`src/rtl/prio_irq_pkg.sv`:
```
package prio_irq_pkg;
  typedef logic [2:0] prio_t;

  // a level passes only when strictly above the CPU mask
  function automatic logic level_passes(input prio_t lvl, input prio_t mask);
    return lvl > mask;
  endfunction

  // compose a priority byte from two fields, reserved bits forced to 0
  function automatic logic [7:0] pack_pair(input prio_t hi, input prio_t lo);
    return {1'b0, hi, 1'b0, lo};
  endfunction
endpackage

```
`src/rtl/prio_irq_regs.sv`:
```
module prio_irq_regs
  import prio_irq_pkg::*;
#(
  parameter int NUM_SRC = 6,
  parameter int ADDR_W  = 2
) (
  input  logic                  clk,
  input  logic                  rst_n,
  input  logic [ADDR_W-1:0]     addr,
  input  logic                  we,
  input  logic [7:0]            wdata,
  output logic [7:0]            rdata,
  output logic [NUM_SRC-1:0]    en_o,
  output logic [3*NUM_SRC-1:0]  prio_o
);
  localparam int PRIO_REGS = NUM_SRC / 2;

  logic [NUM_SRC-1:0] en_q;
  prio_t              prio_q [NUM_SRC];
  logic               unused_wbits;

  assign unused_wbits = wdata[7] ^ wdata[3];

  always_ff @(posedge clk or negedge rst_n) begin
    if (!rst_n) begin
      en_q <= '0;
      for (int i = 0; i < NUM_SRC; i++) prio_q[i] <= 3'd7;
    end else if (we) begin
      if (addr == '0) en_q <= wdata[NUM_SRC-1:0];
      for (int k = 0; k < PRIO_REGS; k++) begin
        if (addr == ADDR_W'(k + 1)) begin
          prio_q[2*k]   <= wdata[6:4];
          prio_q[2*k+1] <= wdata[2:0];
        end
      end
    end
  end

  always_comb begin
    rdata = '0;
    if (addr == '0) begin
      for (int i = 0; i < NUM_SRC; i++) rdata[i] = en_q[i];
    end
    for (int k = 0; k < PRIO_REGS; k++) begin
      if (addr == ADDR_W'(k + 1)) rdata = pack_pair(prio_q[2*k], prio_q[2*k+1]);
    end
  end

  assign en_o = en_q;
  generate
    for (genvar g = 0; g < NUM_SRC; g++) begin : g_flat
      assign prio_o[3*g +: 3] = prio_q[g];
    end
  endgenerate
endmodule

```
`src/rtl/prio_irq_arb.sv`:
```
module prio_irq_arb
  import prio_irq_pkg::*;
#(
  parameter int NUM_SRC = 6,
  parameter int IDX_W   = 3
) (
  input  logic [NUM_SRC-1:0]   cand,
  input  logic [3*NUM_SRC-1:0] prio_flat,
  output logic                 win_valid,
  output logic [IDX_W-1:0]     win_idx,
  output prio_t                win_lvl
);
  // scan from the top index down; ">=" lets a lower index take over on ties
  always_comb begin
    win_valid = 1'b0;
    win_idx   = '0;
    win_lvl   = '0;
    for (int i = NUM_SRC - 1; i >= 0; i--) begin
      if (cand[i] && (!win_valid || prio_flat[3*i +: 3] >= win_lvl)) begin
        win_valid = 1'b1;
        win_idx   = IDX_W'(i);
        win_lvl   = prio_flat[3*i +: 3];
      end
    end
  end
endmodule

```
`src/rtl/prio_irq_ctrl.sv`:
```
module prio_irq_ctrl
  import prio_irq_pkg::*;
#(
  parameter int NUM_SRC = 6,
  localparam int ADDR_W = $clog2(NUM_SRC / 2 + 1),
  localparam int IDX_W  = $clog2(NUM_SRC)
) (
  input  logic               clk,
  input  logic               rst_n,
  input  logic [NUM_SRC-1:0] irq_req,
  input  logic [2:0]         cpu_mask,
  input  logic [ADDR_W-1:0]  reg_addr,
  input  logic               reg_we,
  input  logic [7:0]         reg_wdata,
  output logic [7:0]         reg_rdata,
  output logic               int_req,
  output logic [IDX_W-1:0]   int_src,
  output logic [2:0]         int_level
);
  logic [NUM_SRC-1:0]   en_bits;
  logic [3*NUM_SRC-1:0] prio_bits;
  logic [NUM_SRC-1:0]   cand;
  logic                 win_valid;
  logic [IDX_W-1:0]     win_idx;
  prio_t                win_lvl;
  logic                 win_passes;

  prio_irq_regs #(.NUM_SRC(NUM_SRC), .ADDR_W(ADDR_W)) u_regs (
    .clk(clk), .rst_n(rst_n), .addr(reg_addr), .we(reg_we), .wdata(reg_wdata),
    .rdata(reg_rdata), .en_o(en_bits), .prio_o(prio_bits)
  );

  assign cand = irq_req & en_bits;

  prio_irq_arb #(.NUM_SRC(NUM_SRC), .IDX_W(IDX_W)) u_arb (
    .cand(cand), .prio_flat(prio_bits),
    .win_valid(win_valid), .win_idx(win_idx), .win_lvl(win_lvl)
  );

  assign win_passes = win_valid && level_passes(win_lvl, cpu_mask);

  always_ff @(posedge clk or negedge rst_n) begin
    if (!rst_n) begin
      int_req   <= 1'b0;
      int_src   <= '0;
      int_level <= '0;
    end else begin
      int_req   <= win_passes;
      int_src   <= win_idx;
      int_level <= win_lvl;
    end
  end
endmodule

```
`config.mk`:
```
export PLATFORM = sky130hd
export DESIGN_NAME = prio_irq_ctrl
export DESIGN_NICKNAME = d
export VERILOG_FILES = /design/src/rtl/prio_irq_pkg.sv /design/src/rtl/prio_irq_regs.sv /design/src/rtl/prio_irq_arb.sv /design/src/rtl/prio_irq_ctrl.sv
export SDC_FILE = /design/constraint.sdc
export NUM_CORES = 1
export LEC_CHECK = 0
export ABC_AREA = 1
export BUFFER_PORTS_ARGS = -buffer_cell sky130_fd_sc_hd__buf_2
export CORE_MARGIN = 4
export CORE_UTILIZATION = 50
export DETAILED_ROUTE_END_ITERATION = 8
export PLACE_DENSITY = 0.69
export SLEW_MARGIN = 20
export SYNTH_ARGS = -nofsm -noshare
export SYNTH_HDL_FRONTEND = slang
export SYNTH_HIERARCHICAL = 1
export SYNTH_SLANG_ARGS = --single-unit
```
`constraint.sdc`:
```
create_clock -name clk -period 7.33 [get_ports clk]
set_input_delay 1.8325 -clock clk [delete_from_list [all_inputs] [get_ports clk]]
set_output_delay 1.8325 -clock clk [all_outputs]
set_load 0.01 [all_outputs]
```
==> results.sh, run 1 <==
export IMPL_clk_pin_slew_ns=0.08
export IMPL_maxSlewViolCount=0
export IMPL_wl_per_cell_um=16.55
export IMPL_maxCapViolations=0
export IMPL_clockRootBuffer="clkbuf_8"
export IMPL_dpl_hpwl_mm=4.301
export IMPL_ir_worst_vdd_mv=0.1375
export IMPL_grt_pass1_vias=2094
export IMPL_synth_enable_flop_cells=0
export IMPL_cts_buffers=5
export IMPL_status="finished with violations"
export IMPL_design_area_um2=3224
export IMPL_synth_cell_types=25
export IMPL_r2r_start="u_regs/en_o[5]"
export IMPL_yosys_warnings=6
export IMPL_core_area_um2=4115
export IMPL_pre_cts_slack_ns=-0.4206
export IMPL_clock_latency_ns=0.29
export IMPL_cpMaxStageDelayCell="ha_4"
export IMPL_drt_pass1_iterations=4
export IMPL_cts_path_max_buffers=2
export IMPL_period_share=1.019
export IMPL_vias_per_cell=5.450
export IMPL_ys_seq_area_frac=0.3642
export IMPL_synthTopCellsByArea="dfstp_2 (22%), nand2_1 (19%), dfrtp_1 (15%)"
export IMPL_critPathBufInv=9
export IMPL_worst_slack_ns=-0.1409
export IMPL_final_net_count=420
export IMPL_clkSinkCount=31
export IMPL_die_y_um=74.22
export IMPL_ios=37
export IMPL_crit_arrival_ns=7.70
export IMPL_power_mw=0.8033
export IMPL_initial_core_util=0.5327
export IMPL_crit_family="simple AND/OR/NAND/NOR gates"
export IMPL_violations="setup timing"
export IMPL_portBuffers=34
export IMPL_route_detailed_drc=0
export IMPL_syn_nets=341
export IMPL_floorplan_die_area_um2=5508
export IMPL_power_density_nw_per_um2=249.1
export IMPL_slew_headroom=0.5328
export IMPL_antenna_found_initial=0
export IMPL_p_leak_nw=1.694
export IMPL_worst_hold_path_endpoint="u_regs/prio_o[3]"
export IMPL_ys_seq_elements=31
export IMPL_hp_class="reg2reg"
export IMPL_hold_violations=0
export IMPL_area_growth_pct=47.09
export IMPL_path_class="in2reg"
export IMPL_path_depth=46
export IMPL_fin_worst_skew_ns=0.01169
export IMPL_rsz0062_at_grt="yes"
export IMPL_startpoint_type="primary input"
export IMPL_num_vias=2349
export IMPL_drive_above_1_share=0.4987
export IMPL_synth_area_um2=2192
export IMPL_fill_cells=274
export IMPL_crit_fanout=7
export IMPL_synthCells=301
export IMPL_synth_top_area_cell="dfstp_2"
export IMPL_cp_end_kind="register"
export IMPL_synth_top_area_share=0.2158
export IMPL_rr_endpoint="int_req"
export IMPL_h_tree_depth=2
export IMPL_drt_iter0_markers=191
export IMPL_max_stage_delay_ns=0.31
export IMPL_synthArstFlopShare=1.000
export IMPL_rrSetupSlack_ns=1.05
export IMPL_placedInstanceArea_um2=2644
export IMPL_worst_slew_pin_slew_ns=0.7009
export IMPL_fp_dieW_um=74.22
export IMPL_hold_depth=2
export IMPL_crit_top_cell="nand2_2"
export IMPL_diodes=0
export IMPL_avgSynthCellArea_um2=7.283
export IMPL_tritoncts="done"
export IMPL_grt_pass1_wl_mm=9.563
export IMPL_cts_hold_buf=0
export IMPL_worstHoldStart="u_regs/prio_o[3]"
export IMPL_finalSetupTns_ns=-0.1409
export IMPL_setup_viol=1
export IMPL_gp_congestion=0.8694
export IMPL_timing_hold_ws_ns=0.4842
export IMPL_ys_flop_type="dfstp_2"
export IMPL_fin_crit_ns=7.471
export IMPL_routed_wl_mm=7.135
export IMPL_fmax_ghz=0.1339
export IMPL_worstPathRequired_ns=7.56
export IMPL_drtAntennaViolNets=0
export IMPL_grt_use_total=0.2271
export IMPL_grt_max_degree=32
export IMPL_worstRegToRegCells=45
export IMPL_grt_ovfl_total=0
export IMPL_num_rows=23
-- kinds of logic after synthesis --
logic type | Yosys count | synth area share
fa+ha+maj | 18 | 0.1027
flops | 31 | 0.3642
simple gates | 184 | 0.3693
buf+inv | 48 | 0.09075
other cells | 1 | 0.001711
compound gates | 19 | 0.07135
-- layer usage --
layer  wire, um  track usage  vias to the layer above
li1           -            -                     1127
met1       2998       0.2997                     1107
met2       3505       0.3652                       96
met3        441      0.05000                       19
met4        189      0.08696                        0
met5          0            0                        -
-- cell usage in the layout, fill, tap and decap left out, types with 3 or more instances in the layout --
master	n
buf_6	3
ha_1	4
inv_1	33
nand3_4	3
ha_4	13
buf_2	33
buf_4	41
nand2_1	92
o21ai_2	10
nand4_1	6
nand2_2	16
nand2_4	8
nand3_1	27
nor2_1	7
dfrtp_1	13
dfstp_2	18
inv_2	7
and2_4	6
clkbuf_8	5
nand3_2	10
-- what timing repair did --
item                                    4_1_cts  5_1_grt
cloned                                        0        0
buffers inserted                              3        7
endpoints found under the setup margin        1        7
hold endpoints to repair                      0        0
pin swaps                                     6       37
gates resized for setup                       8       79
-- through the flow --
stage | cells | utilization
detailed placement | 414 | 0.6424
finish | 431 | 0.7835
CTS | 425 | 0.6832
global route | 431 | 0.7835
floorplan | 301 | -
global placement | 414 | 0.6424
-- power breakdown --
part           internal, mW  switching [mW]  leakage [nW]
registers             0.217          0.0356         0.354
logic                 0.199           0.214          1.30
clock network        0.0664          0.0716        0.0412
-- state kept, by name, indices dropped and copies added (netlist names) --
name and flops:
int_level 3, int_src 3, u_regs/en_o 6, u_regs/prio_o 18
int_req 1
-- worst reg2reg max path, delay by kind of cell, from the launching register on --
family                     cells  cell delay [ns]
and+or+nand+nor               27             2.90
AOI/OAI and AO/OA              4             0.72
adders and majority gates      6             1.56
buffers and inverters          8             0.62
DFF                            1             0.43
-- Yosys cell counts (all sizes together), types with 2 or more instances --
| cell type | n |
|---|---|
| ha | 18 |
| buf | 5 |
| or2 | 3 |
| nand4 | 6 |
| nor3 | 2 |
| inv | 42 |
| and2 | 7 |
| o2111ai | 3 |
| dfstp | 18 |
| a21oi | 6 |
| nand3 | 40 |
| nor2 | 9 |
| dfrtp | 13 |
| nand2 | 116 |
| o21ai | 10 |
-- final cells by class --
| class | instances | area [um2] | area share |
|---|---|---|---|
| clock inverters | 2 | 12.51 | 0.003880 |
| flip-flops and latches | 31 | 798.3 | 0.2476 |
| well taps | 50 | 62.56 | 0.01940 |
| repair buffers | 77 | 506.7 | 0.1572 |
| clock buffers | 6 | 72.57 | 0.02251 |
| multi-input cells | 222 | 1600 | 0.4963 |
| inverters | 43 | 171.4 | 0.05316 |
-- how the worst max path moves through the flow --
stage,slack [ns],startpoint,end
floorplan,0.04,irq_req[5],int_req
global placement,-0.31,irq_req[5],int_req
detailed placement,-0.42,irq_req[5],int_req
CTS,0.03,irq_req[5],int_req
global route,-0.46,irq_req[5],int_req
finish,-0.14,irq_req[5],int_req
Power figures use the tool's default switching activity.
==> inputs of run 2 (changes only) <==
Settings changed: CTS_BUF_LIST from default to sky130_fd_sc_hd__clkbuf_16, SLEW_MARGIN 20 to default.
Clock period 7.33 ns to 8.3 ns, I/O delays scaled along.
==> results.sh, run 2 (synthesis gave the netlist of run 1 again) <==
export IMPL_fp_dieW_um=74.22
export IMPL_cpMaxStageDelayCell="ha_1"
export IMPL_maxCapViolations=0
export IMPL_cts_path_max_buffers=2
export IMPL_hold_violations=0
export IMPL_grt_use_total=0.2159
export IMPL_max_stage_delay_ns=0.31
export IMPL_worstRegToRegCells=44
export IMPL_worstHoldStart="u_regs/prio_o[6]"
export IMPL_rsz0062_at_grt="no"
export IMPL_setup_viol=0
export IMPL_drt_pass1_iterations=4
export IMPL_fill_cells=402
export IMPL_drt_iter0_markers=140
export IMPL_placedInstanceArea_um2=2389
export IMPL_hold_depth=2
export IMPL_power_mw=0.5884
export IMPL_startpoint_type="primary input"
export IMPL_grt_pass1_vias=1985
export IMPL_path_class="in2reg"
export IMPL_clockRootBuffer="clkbuf_16"
export IMPL_largest_register_ffs=18
export IMPL_num_vias=2046
export IMPL_wl_per_cell_um=13.81
export IMPL_cts_buffers=5
export IMPL_multi_input_area_um2=1200
export IMPL_hp_class="reg2reg"
export IMPL_clock_latency_ns=0.27
export IMPL_dpl_hpwl_mm=4.089
export IMPL_final_cell_mix="nand2_1 (111), nand3_1 (40), inv_1 (39)"
export IMPL_crit_start="irq_req[5]"
export IMPL_final_net_count=378
export IMPL_area_growth_pct=15.92
export IMPL_fin_worst_skew_ns=0.005358
export IMPL_drtAntennaViolNets=0
export IMPL_antenna_found_initial=0
export IMPL_crit_fanout=7
export IMPL_fin_cells=389
export IMPL_gp_congestion=0.8550
export IMPL_tritoncts="done"
export IMPL_grt_ovfl_total=0
export IMPL_drive_above_1_share=0.2419
export IMPL_diodes=0
export IMPL_worst_slack_ns=0.4479
export IMPL_worstPathRequired_ns=8.46
export IMPL_die_y_um=74.22
export IMPL_maxSlewViolCount=0
export IMPL_core_area_um2=4115
export IMPL_routed_wl_mm=5.372
export IMPL_grt_max_degree=32
export IMPL_fin_crit_ns=7.852
export IMPL_slew_headroom=0.5238
export IMPL_clk_pin_slew_ns=0.05
export IMPL_power_density_nw_per_um2=231.5
export IMPL_pre_cts_slack_ns=0.1038
export IMPL_vias_per_cell=5.260
export IMPL_cp_end_kind="register"
export IMPL_period_share=0.9460
export IMPL_status="complete, no violations"
export IMPL_floorplan_die_area_um2=5508
export IMPL_initial_core_util=0.5327
export IMPL_grt_pass1_wl_mm=9.004
export IMPL_fin_util=0.6175
export IMPL_portBuffers=34
export IMPL_clkSinkCount=31
export IMPL_r2r_start="u_regs/en_o[5]"
export IMPL_h_tree_depth=2
export IMPL_crit_arrival_ns=8.01
export IMPL_design_area_um2=2541
export IMPL_layout_commonest_cell="nand2_1"
export IMPL_fmax_ghz=0.1274
export IMPL_regArea_um2=798.3
export IMPL_p_leak_nw=1.429
export IMPL_num_rows=23
export IMPL_placed_cells=380
export IMPL_worst_slew_pin_slew_ns=0.7143
export IMPL_ir_worst_vdd_mv=0.1511
export IMPL_timing_hold_ws_ns=0.4893
export IMPL_crit_top_cell="nand2_1"
export IMPL_finalSetupTns_ns=0
export IMPL_ios=37
export IMPL_route_detailed_drc=0
-- run 2: cell count changes in the layout (fill, tap and decap cells not counted), moves of 10 or more --
cell	delta
nand3_2	-10
nand2_2	-13
buf_4	-40
ha_4	-13
nand2_1	+19
nand3_1	+13
ha_1	+14
-- run 2: area by class of cell --
type | count | area share
clock buffer | 5 | 0.04924
clock inverter | 3 | 0.005908
inverter | 43 | 0.06401
multi-input combinational | 222 | 0.4722
sequential | 31 | 0.3141
tap | 50 | 0.02462
timing repair buffer | 35 | 0.06992
-- run 2: what timing repair did --
action                                  4_1_cts  5_1_grt
gates resized for setup                       0        3
hold buffers                                  0        0
endpoints found under the setup margin        0        1
setup buffers                                 0        1
endpoints found under the hold margin         0        0
-- run 2: power by group --
part / leakage [nW] / switching (mW) / internal, mW
combinational: 1.01 / 0.120 / 0.0813
sequential: 0.354 / 0.0249 / 0.192
clock: 0.0649 / 0.0614 / 0.109
-- run 2: path summary, 6_finish.rpt --
kind,endpoint,slack (ns)
min,u_regs/prio_o[6],0.49
max in group asynchronous,int_req,5.98
max,int_req,0.45
min in group asynchronous,int_src[2],1.85
min reg2reg,u_regs/prio_o[6],0.49
max reg2reg,int_req,1.89
-- run 2: per-layer routing --
layer / wire, um / global-route usage
met5: 0 / 0
met4: 59 / 0.07312
met3: 338 / 0.04459
met2: 2594 / 0.3563
met1: 2380 / 0.2832
-- run 2: worst max-delay path: cells and delay by family --
kind | cells | cell delay [ns]
simple gates | 26 | 2.49
fa+ha+maj | 6 | 1.82
compound gates | 6 | 1.09
buf+inv | 7 | 0.53
==> inputs of run 3 (changes only) <==
Settings changed: BUFFER_PORTS_ARGS -buffer_cell sky130_fd_sc_hd__buf_2 to -buffer_cell sky130_fd_sc_hd__buf_4, CORE_MARGIN 4 to 10, CORE_UTILIZATION 50 to 56, PLACE_DENSITY 0.69 to 0.77.
==> results.sh, run 3 (synthesis gave the netlist of run 1 again) <==
export IMPL_status="complete, no violations"
export IMPL_die_y_um=82.57
export IMPL_clockRootBuffer="clkbuf_16"
export IMPL_antenna_found_initial=0
export IMPL_timing_hold_ws_ns=0.4812
export IMPL_drtAntennaViolNets=0
export IMPL_hp_class="reg2reg"
export IMPL_gp_congestion=0.8683
export IMPL_area_growth_pct=23.52
export IMPL_drive_above_1_share=0.2696
export IMPL_maxCapViolations=0
export IMPL_max_stage_delay_ns=0.31
export IMPL_tritoncts="done"
export IMPL_grtUsageMet3=0.05508
export IMPL_grt_busiest_layer="met2"
export IMPL_grt_ovfl_total=0
export IMPL_maxSlewViolCount=0
export IMPL_design_area_um2=2708
export IMPL_h_tree_depth=2
export IMPL_fin_crit_ns=7.844
export IMPL_wl_per_cell_um=14.73
export IMPL_ios=37
export IMPL_portBuffers=34
export IMPL_crit_top_cell="nand2_1"
export IMPL_dpl_hpwl_mm=4.278
export IMPL_fin_worst_skew_ns=0.007024
export IMPL_routed_wl_mm=5.787
export IMPL_core_area_um2=3716
export IMPL_num_rows=22
export IMPL_cp_end_kind="register"
export IMPL_clkSinkCount=31
export IMPL_drt_pass1_iterations=4
export IMPL_floorplan_die_area_um2=6817
export IMPL_drt_iter0_markers=129
export IMPL_ir_worst_vdd_mv=0.1252
export IMPL_largest_register_ffs=18
export IMPL_final_net_count=384
export IMPL_fmax_ghz=0.1275
export IMPL_grt_pass1_wl_mm=9.397
export IMPL_vias_per_cell=5.344
export IMPL_placedInstanceArea_um2=2471
export IMPL_initial_core_util=0.5899
export IMPL_use_met1=0.2173
export IMPL_use_met2=0.2939
export IMPL_layout_commonest_cell="nand2_1"
export IMPL_grt_pass1_vias=2035
export IMPL_worstPathRequired_ns=8.46
export IMPL_fp_dieW_um=82.57
export IMPL_clock_latency_ns=0.27
export IMPL_startpoint_type="primary input"
export IMPL_clk_pin_slew_ns=0.05
export IMPL_final_cell_mix="nand2_1 (111), buf_4 (41), inv_1 (40), nand3_1 (40), dfstp_2 (18)"
export IMPL_diodes=0
export IMPL_p_leak_nw=1.490
export IMPL_num_vias=2100
export IMPL_grt_use_total=0.1778
export IMPL_cts_buffers=5
export IMPL_power_density_nw_per_um2=230.8
export IMPL_cts_path_max_buffers=2
export IMPL_crit_fanout=7
export IMPL_hold_violations=0
export IMPL_crit_arrival_ns=8.01
export IMPL_grt_max_degree=32
export IMPL_cts_hold_buf=0
export IMPL_setup_viol=0
export IMPL_route_detailed_drc=0
export IMPL_path_class="in2reg"
export IMPL_finalSetupTns_ns=0
export IMPL_period_share=0.9451
export IMPL_cpMaxStageDelayCell="ha_1"
==> run 3: cell count changes in the layout (fill, tap and decap cells not counted), sizes merged <==
cell,before,now
buf,35,41
inv,42,43
clkinv,3,2
==> run 3: per-layer routing <==
layer | vias to the layer above | wire length [um]
met5 | - | 0
met4 | 0 | 52
met3 | 10 | 430
met2 | 69 | 2829
met1 | 973 | 2475
li1 | 1048 | -
==> run 3: metrics by stage <==
stage	cells	setup slack, ns	power [mW]	util
6_report	393	0.4560	0.6250	0.7286
5_1_grt	393	-0.03842	0.6708	0.7286
4_1_cts	386	0.2978	0.6103	0.7030
3_5_place_dp	378	0.03462	0.4321	0.6650
3_3_place_gp	378	0.1607	0.4262	0.6650
2_1_floorplan	301	0.7658	0.3566	-
==> run 3: critical path, delay by kind of cell <==
kind	cells	cell delay (ns)
and+or+nand+nor	27	2.75
AOI/OAI and AO/OA	5	0.91
adders and majority gates	6	1.72
buffers and inverters	7	0.52
==> run 3: final cells by class <==
cell class	count	area, um2
clock buffers	5	125.1
clock inverters	3	16.27
fillers	321	1008
inverters	43	162.7
multi-input cells	222	1237
flip-flops and latches	31	798.3
well taps	48	60.06
repair buffers	41	307.8
==> run 3: power breakdown <==
part	internal, mW	switching [mW]
clock network	0.109	0.0640
logic	0.103	0.129
registers	0.192	0.0275
total	0.404	0.221
==> run 3: timing repair <==
| action | 4_1_cts | 5_1_grt |
|---|---|---|
| setup endpoints to repair | 0 | 1 |
| setup buffers | 0 | 7 |
| gates resized for setup | 0 | 8 |
==> run 3: worst paths after layout <==
check                                 start               end  slack, ns  cells past startpoint
setup / recovery                 irq_req[5]           int_req       0.46                     45
hold / removal             u_regs/prio_o[3]  u_regs/prio_o[3]       0.48                      2
setup reg to reg             u_regs/en_o[5]           int_req       1.93                     44
hold reg to reg            u_regs/prio_o[3]  u_regs/prio_o[3]       0.48                      2
max in group asynchronous             rst_n  u_regs/prio_o[1]       6.25                      1
min in group asynchronous             rst_n        int_src[2]       1.73                      1
